## config.mk

```make
export PLATFORM = sky130hd
export DESIGN_NAME = irq_prio_arbiter
export DESIGN_NICKNAME = d
export VERILOG_FILES = /design/src/rtl/irq_arb_pkg.sv /design/src/rtl/irq_prio_bank.sv /design/src/rtl/irq_prio_select.sv /design/src/rtl/irq_accept.sv /design/src/rtl/irq_prio_arbiter.sv
export SDC_FILE = /design/constraint.sdc
export NUM_CORES = 1
export LEC_CHECK = 0
export BUFFER_PORTS_ARGS = -buffer_cell sky130_fd_sc_hd__buf_2
export CELL_PAD_IN_SITES_DETAIL_PLACEMENT = 2
export CELL_PAD_IN_SITES_GLOBAL_PLACEMENT = 2
export CORE_MARGIN = 8
export CORE_UTILIZATION = 36
export DETAILED_ROUTE_END_ITERATION = 16
export GPL_TIMING_DRIVEN = 0
export PLACE_DENSITY = 0.9
export SYNTH_ARGS = -nofsm -noshare
export SYNTH_HDL_FRONTEND = slang
export SYNTH_SLANG_ARGS = --single-unit
```

## constraint.sdc

```tcl
create_clock -name clk -period 14 [get_ports clk]
set_input_delay 0.7 -clock clk [delete_from_list [all_inputs] [get_ports clk]]
set_output_delay 0.7 -clock clk [all_outputs]
set_load 0.005 [all_outputs]
```

## src/rtl/irq_arb_pkg.sv

```systemverilog
// Package: constants and helpers shared by the interrupt arbiter.
// Assumes event codes fit in CODE_W bits for every legal source index.
package irq_arb_pkg;

    localparam int CODE_W    = 16;
    localparam int CODE_BASE = 'h400;
    localparam int CODE_STEP = 'h20;

    // Event code that identifies source idx to the handler.
    function automatic logic [CODE_W-1:0] evt_code(input int unsigned idx);
        return CODE_W'(CODE_BASE + CODE_STEP * idx);
    endfunction

endpackage

```

## src/rtl/irq_prio_bank.sv

```systemverilog
// Module: irq_prio_bank
// Holds one programmable priority level per source.
// Assumes a single write port; an address outside 0..NUM_SRC-1 changes nothing.
module irq_prio_bank #(
    parameter int NUM_SRC = 8,
    parameter int LVL_W   = 4,
    parameter int ADDR_W  = 4
) (
    input  logic                            clk,
    input  logic                            rst_n,
    input  logic                            we_i,
    input  logic [ADDR_W-1:0]               addr_i,
    input  logic [LVL_W-1:0]                wdata_i,
    output logic [NUM_SRC-1:0][LVL_W-1:0]   prio_o
);

    for (genvar g = 0; g < NUM_SRC; g++) begin : g_entry
        // Load this source's level when its address is written.
        always_ff @(posedge clk) begin
            if (!rst_n) begin
                prio_o[g] <= '0;
            end else if (we_i && (addr_i == ADDR_W'(g))) begin
                prio_o[g] <= wdata_i;
            end
        end
    end

endmodule

```

## src/rtl/irq_prio_select.sv

```systemverilog
// Module: irq_prio_select
// Combinational pick of the strongest pending request.
// A level of 0 disables a source. On equal levels the lowest index wins.
module irq_prio_select #(
    parameter int NUM_SRC = 8,
    parameter int LVL_W   = 4,
    parameter int ID_W    = 3
) (
    input  logic [NUM_SRC-1:0]              req_i,
    input  logic [NUM_SRC-1:0][LVL_W-1:0]   prio_i,
    output logic                            sel_valid_o,
    output logic [LVL_W-1:0]                sel_lvl_o,
    output logic [ID_W-1:0]                 sel_id_o
);

    logic [NUM_SRC-1:0] live;

    for (genvar g = 0; g < NUM_SRC; g++) begin : g_live
        // A source is live when it requests with a nonzero level.
        assign live[g] = req_i[g] && (prio_i[g] != '0);
    end

    // Scan from the top index down so that lower indices win ties.
    always_comb begin
        sel_valid_o = 1'b0;
        sel_lvl_o   = '0;
        sel_id_o    = '0;
        for (int i = NUM_SRC - 1; i >= 0; i--) begin
            if (live[i] && (prio_i[i] >= sel_lvl_o)) begin
                sel_valid_o = 1'b1;
                sel_lvl_o   = prio_i[i];
                sel_id_o    = ID_W'(i);
            end
        end
    end

endmodule

```

## src/rtl/irq_accept.sv

```systemverilog
// Module: irq_accept
// Registers the request to the processor and latches the event code on acceptance.
// Assumes ack is only meaningful while the registered request is high.
module irq_accept
    import irq_arb_pkg::*;
#(
    parameter int LVL_W = 4,
    parameter int ID_W  = 3
) (
    input  logic              clk,
    input  logic              rst_n,
    input  logic              sel_valid_i,
    input  logic [LVL_W-1:0]  sel_lvl_i,
    input  logic [ID_W-1:0]   sel_id_i,
    input  logic [LVL_W-1:0]  mask_i,
    input  logic              ack_i,
    output logic              irq_o,
    output logic [ID_W-1:0]   win_id_o,
    output logic [CODE_W-1:0] evt_o
);

    // Compare against the mask, hold the winner, and capture its code on ack.
    always_ff @(posedge clk) begin
        if (!rst_n) begin
            irq_o    <= 1'b0;
            win_id_o <= '0;
            evt_o    <= '0;
        end else begin
            irq_o    <= sel_valid_i && (sel_lvl_i > mask_i);
            win_id_o <= sel_id_i;
            if (ack_i && irq_o) begin
                evt_o <= evt_code(int'(win_id_o));
            end
        end
    end

endmodule

```

## src/rtl/irq_prio_arbiter.sv

```systemverilog
// Module: irq_prio_arbiter (top)
// Level-sensitive interrupt arbiter with programmable priorities, a strict
// mask compare and an event code register. Assumes DATA_W >= CODE_W.
module irq_prio_arbiter
    import irq_arb_pkg::*;
#(
    parameter int NUM_SRC = 8,
    parameter int LVL_W   = 4,
    parameter int DATA_W  = 16,
    parameter int ADDR_W  = $clog2(NUM_SRC + 1)
) (
    input  logic               clk,
    input  logic               rst_n,
    input  logic [NUM_SRC-1:0] src_req_i,
    input  logic [LVL_W-1:0]   mask_i,
    input  logic               ack_i,
    input  logic               reg_we_i,
    input  logic [ADDR_W-1:0]  reg_addr_i,
    input  logic [LVL_W-1:0]   reg_wdata_i,
    output logic [DATA_W-1:0]  reg_rdata_o,
    output logic               irq_o
);

    localparam int ID_W = (NUM_SRC > 1) ? $clog2(NUM_SRC) : 1;

    logic [NUM_SRC-1:0][LVL_W-1:0] prio;
    logic                          sel_valid;
    logic [LVL_W-1:0]              sel_lvl;
    logic [ID_W-1:0]               sel_id;
    logic [ID_W-1:0]               win_id;
    logic [CODE_W-1:0]             evt;

    irq_prio_bank #(
        .NUM_SRC (NUM_SRC),
        .LVL_W   (LVL_W),
        .ADDR_W  (ADDR_W)
    ) u_bank (
        .clk     (clk),
        .rst_n   (rst_n),
        .we_i    (reg_we_i),
        .addr_i  (reg_addr_i),
        .wdata_i (reg_wdata_i),
        .prio_o  (prio)
    );

    irq_prio_select #(
        .NUM_SRC (NUM_SRC),
        .LVL_W   (LVL_W),
        .ID_W    (ID_W)
    ) u_select (
        .req_i       (src_req_i),
        .prio_i      (prio),
        .sel_valid_o (sel_valid),
        .sel_lvl_o   (sel_lvl),
        .sel_id_o    (sel_id)
    );

    irq_accept #(
        .LVL_W (LVL_W),
        .ID_W  (ID_W)
    ) u_accept (
        .clk         (clk),
        .rst_n       (rst_n),
        .sel_valid_i (sel_valid),
        .sel_lvl_i   (sel_lvl),
        .sel_id_i    (sel_id),
        .mask_i      (mask_i),
        .ack_i       (ack_i),
        .irq_o       (irq_o),
        .win_id_o    (win_id),
        .evt_o       (evt)
    );

    // Read mux: priority levels, then the event code, zero elsewhere.
    always_comb begin
        reg_rdata_o = '0;
        if (reg_addr_i < ADDR_W'(NUM_SRC)) begin
            reg_rdata_o = DATA_W'(prio[reg_addr_i[ID_W-1:0]]);
        end else if (reg_addr_i == ADDR_W'(NUM_SRC)) begin
            reg_rdata_o = DATA_W'(evt);
        end
    end

endmodule

```

==> results.cfg <==
[placed_design]
dp_cells = 525
routabilityCongestion = 0.796
io_buffers = 26
place_ws_ns = -0.117
dpl.hpwl_microns = 9460

[floorplan]
io_pins = 41
die_x_microns = 113
rows = 35
die_y_microns = 113
start_util = 0.367
die_area_sq_um = 12700
coreArea_sq_um = 9150

[clocking]
clockBufferDepth = 2
cts_root_buffer = clkbuf_8
clock_latency_ns = 0.30
numCtsBuffers = 5
cts.clk_slew.worst_paths_ns = 0.08
hold_buffers = 0
cts_num_sinks = 40
htreeDepth = 2
cts_setup_buffers = 0
cts_tree = done

[sta]
fin_ws_ns = 0.710
finalMaxSlewViolations = 0
hold_viol = 0
max_freq_mhz = 75.2
worst_slew_pin_slew_ns = 0.855
setup_viol = 0
grt_setup_unrepaired = no
post-route-period-util = 0.949
finClkSkew_ns = 0.00508
maxSlewHeadroom = 0.424
period_minus_slack_ns = 13.29

[setup_path]
slowest_stage = o31ai_1
critPathArrivalTime_ns = 13.42
critPathMostFrequentCell = ha_1
r2r_start = u_bank.prio_o[28]$_SDFFE_PN0P_
r2r_cells = 57
max_stage_delay_ns = 0.40
critPathMaxFanout = 9
required_ns = 14.13
cp-end-kind = flip-flop
criticalPathCategory = input port to flip-flop
cp-start-kind = input port
rr_endpoint = u_accept.irq_o$_SDFF_PN0_
r2r_setup_slack_ns = 0.88

[detailed_routing]
ant_nets = 0
first_pass_iters = 4
vias_per_cell = 5.88
wl_per_cell_microns = 22.6
drc = 0
wl_met1_microns = 5150
dr_wl_met3_microns = 496
wl_met2_microns = 6080
drt_iter0_markers = 105
top_layer_used = met4
via_count = 3126
wl_microns = 12000

[power_and_ir_drop]
swShare = 0.284
pwr-share-seq = 0.445
leakage_nw = 1.59
peakVddDrop_mv = 0.0350
clkPwrFrac = 0.364
p_int_mw = 0.190
p_comb_frac = 0.191
p_per_area_nw_per_um2 = 69.7
switching_power_mw = 0.0752

[synth]
synthCells = 381
ys.flop_type = dfxtp_1
synth_most_common_cell = dfxtp_1
synth_edf_count = 0
synthesis.area_sq_um = 3360
synth_cell_types = 66
ys_ff_latch = 40
async_flop_share = 0
synth.area.top_cells = dfxtp_1 24%, mux2i_1 12%, ha_1 10%
yosys.area.top_type = dfxtp_1
seq_area_frac_synth = 0.238
synth.top_cell.area_share = 0.238
synth_warnings = 0
synth_common_cells = 40 x dfxtp_1, 39 x mux2i_1, 35 x nor2b_1, 28 x ha_1, 26 x nand2_1
avgSynthCellArea_sq_um = 8.81

[global_route]
grt_max_degree = 13
grt_pass1_wl_microns = 19300
grt_pass1_vias = 3526
grt_usage = 0.191
antenna_found_initial = 0
gr-total-overflow = 0

[cells_and_area]
drive_gt1_frac = 0.169
fillCellCount = 1005
area_growth_pct = 13.3
diodes = 0
fin_nets = 472
multiInputGateArea_sq_um = 2440
regArea_sq_um = 801
final_cell_count_no_fill = 532

[min_path]
hp-start = u_accept.win_id_o[0]$_SDFF_PP0_
hold-path-endpoint = u_accept.evt_o[5]$_SDFFE_PN0P_
hold_path_class = flip-flop to flip-flop
whs_path_depth = 2

[run]
cap_violations = 0

[status]
outcome = completed
-- kinds of logic after synthesis --
| family | Yosys count | synth area share |
|---|---|---|
| AND/OR/NAND/NOR | 139 | 0.227 |
| flip-flops | 40 | 0.238 |
| other | 1 | 0.00112 |
| multiplexers | 48 | 0.173 |
| adder cells (fa/ha/maj) | 29 | 0.107 |
| buffers and inverters | 43 | 0.0574 |
| AO/OA/AOI/OAI | 81 | 0.196 |
-- how the worst max path moves through the flow --
stage | from | end | slack (ns)
2_1_floorplan | src_req_i[7] | u_accept.irq_o$_SDFF_PN0_ | 2.28
3_3_place_gp | src_req_i[7] | u_accept.irq_o$_SDFF_PN0_ | 0.55
3_5_place_dp | src_req_i[7] | u_accept.irq_o$_SDFF_PN0_ | -0.12
4_1_cts | src_req_i[7] | u_accept.irq_o$_SDFF_PN0_ | 0.005
5_1_grt | src_req_i[7] | u_accept.irq_o$_SDFF_PN0_ | 0.006
6_report | src_req_i[7] | u_accept.irq_o$_SDFF_PN0_ | 0.71
-- cell usage in the layout (no fill, tap or decap), types with 3 or more instances in the layout --
cell type	n
o211a_1	3
nor2_1	18
nand2b_1	10
clkbuf_8	5
dfxtp_1	40
o21ai_0	9
buf_2	27
or4_1	3
mux4_2	8
o31ai_1	3
nor2b_1	35
nor3b_1	4
or2_2	3
or3_1	5
o211ai_1	4
mux2i_1	39
ha_1	28
and2_1	7
o21a_1	3
a21oi_1	15
a21boi_0	3
nand3_1	12
a21o_1	8
clkbuf_1	12
buf_4	8
nand2_1	26
nor3_1	4
inv_1	20
conb_1	8
-- layout make-up --
cell class	instances	share of cell area
multi-input combinational	305	0.641
sequential	40	0.210
tap	111	0.0365
timing repair buffer	26	0.0342
buffer	22	0.0299
inverter	20	0.0197
clock buffer	6	0.0191
clock inverter	2	0.00921
-- state kept, by name, indices dropped and copies added (netlist names) --
register / flops
u_accept.evt_o: 4
u_accept.irq_o: 1
u_bank.prio_o: 32
u_accept.win_id_o: 3
-- routing by layer --
layer  up-vias  track usage
met5         -            0
met4         0       0.0782
met3        21       0.0381
met2        68        0.335
met1      1588        0.221
li1       1449            -
-- power by group through the flow --
stage          logic [mW]  clock network, mW  registers (mW)
2_1_floorplan      0.0336                  0           0.119
3_3_place_gp       0.0451                  0           0.120
3_5_place_dp       0.0488                  0           0.121
4_1_cts            0.0495             0.0986           0.118
5_1_grt            0.0556              0.103           0.118
6_report           0.0507             0.0965           0.118
-- worst max-delay path, delay by kind of cell --
kind            cells  cell delay (ns)
compound gates     27             5.76
fa+ha+maj           9             2.58
buf+inv             4             0.59
mux                 1             0.35
simple gates       17             3.39
-- what timing repair did --
item                       4_1_cts  5_1_grt
setup endpoints to repair        0        1
hold endpoints to repair         0        0
resized for setup                0        9
-- stage by stage --
step	TNS [ns]	hold slack, ns	area (sq um)	power (mW)	util
after floorplan	0	0.438	3380	0.153	-
after global placement	0	0.447	3650	0.165	0.399
after detailed placement	-0.117	0.462	3650	0.169	0.399
after CTS	0	0.475	3760	0.266	0.411
after global routing	0	0.492	3800	0.277	0.416
final	0	0.471	3800	0.265	0.416
Power figures use the tool's default switching activity.
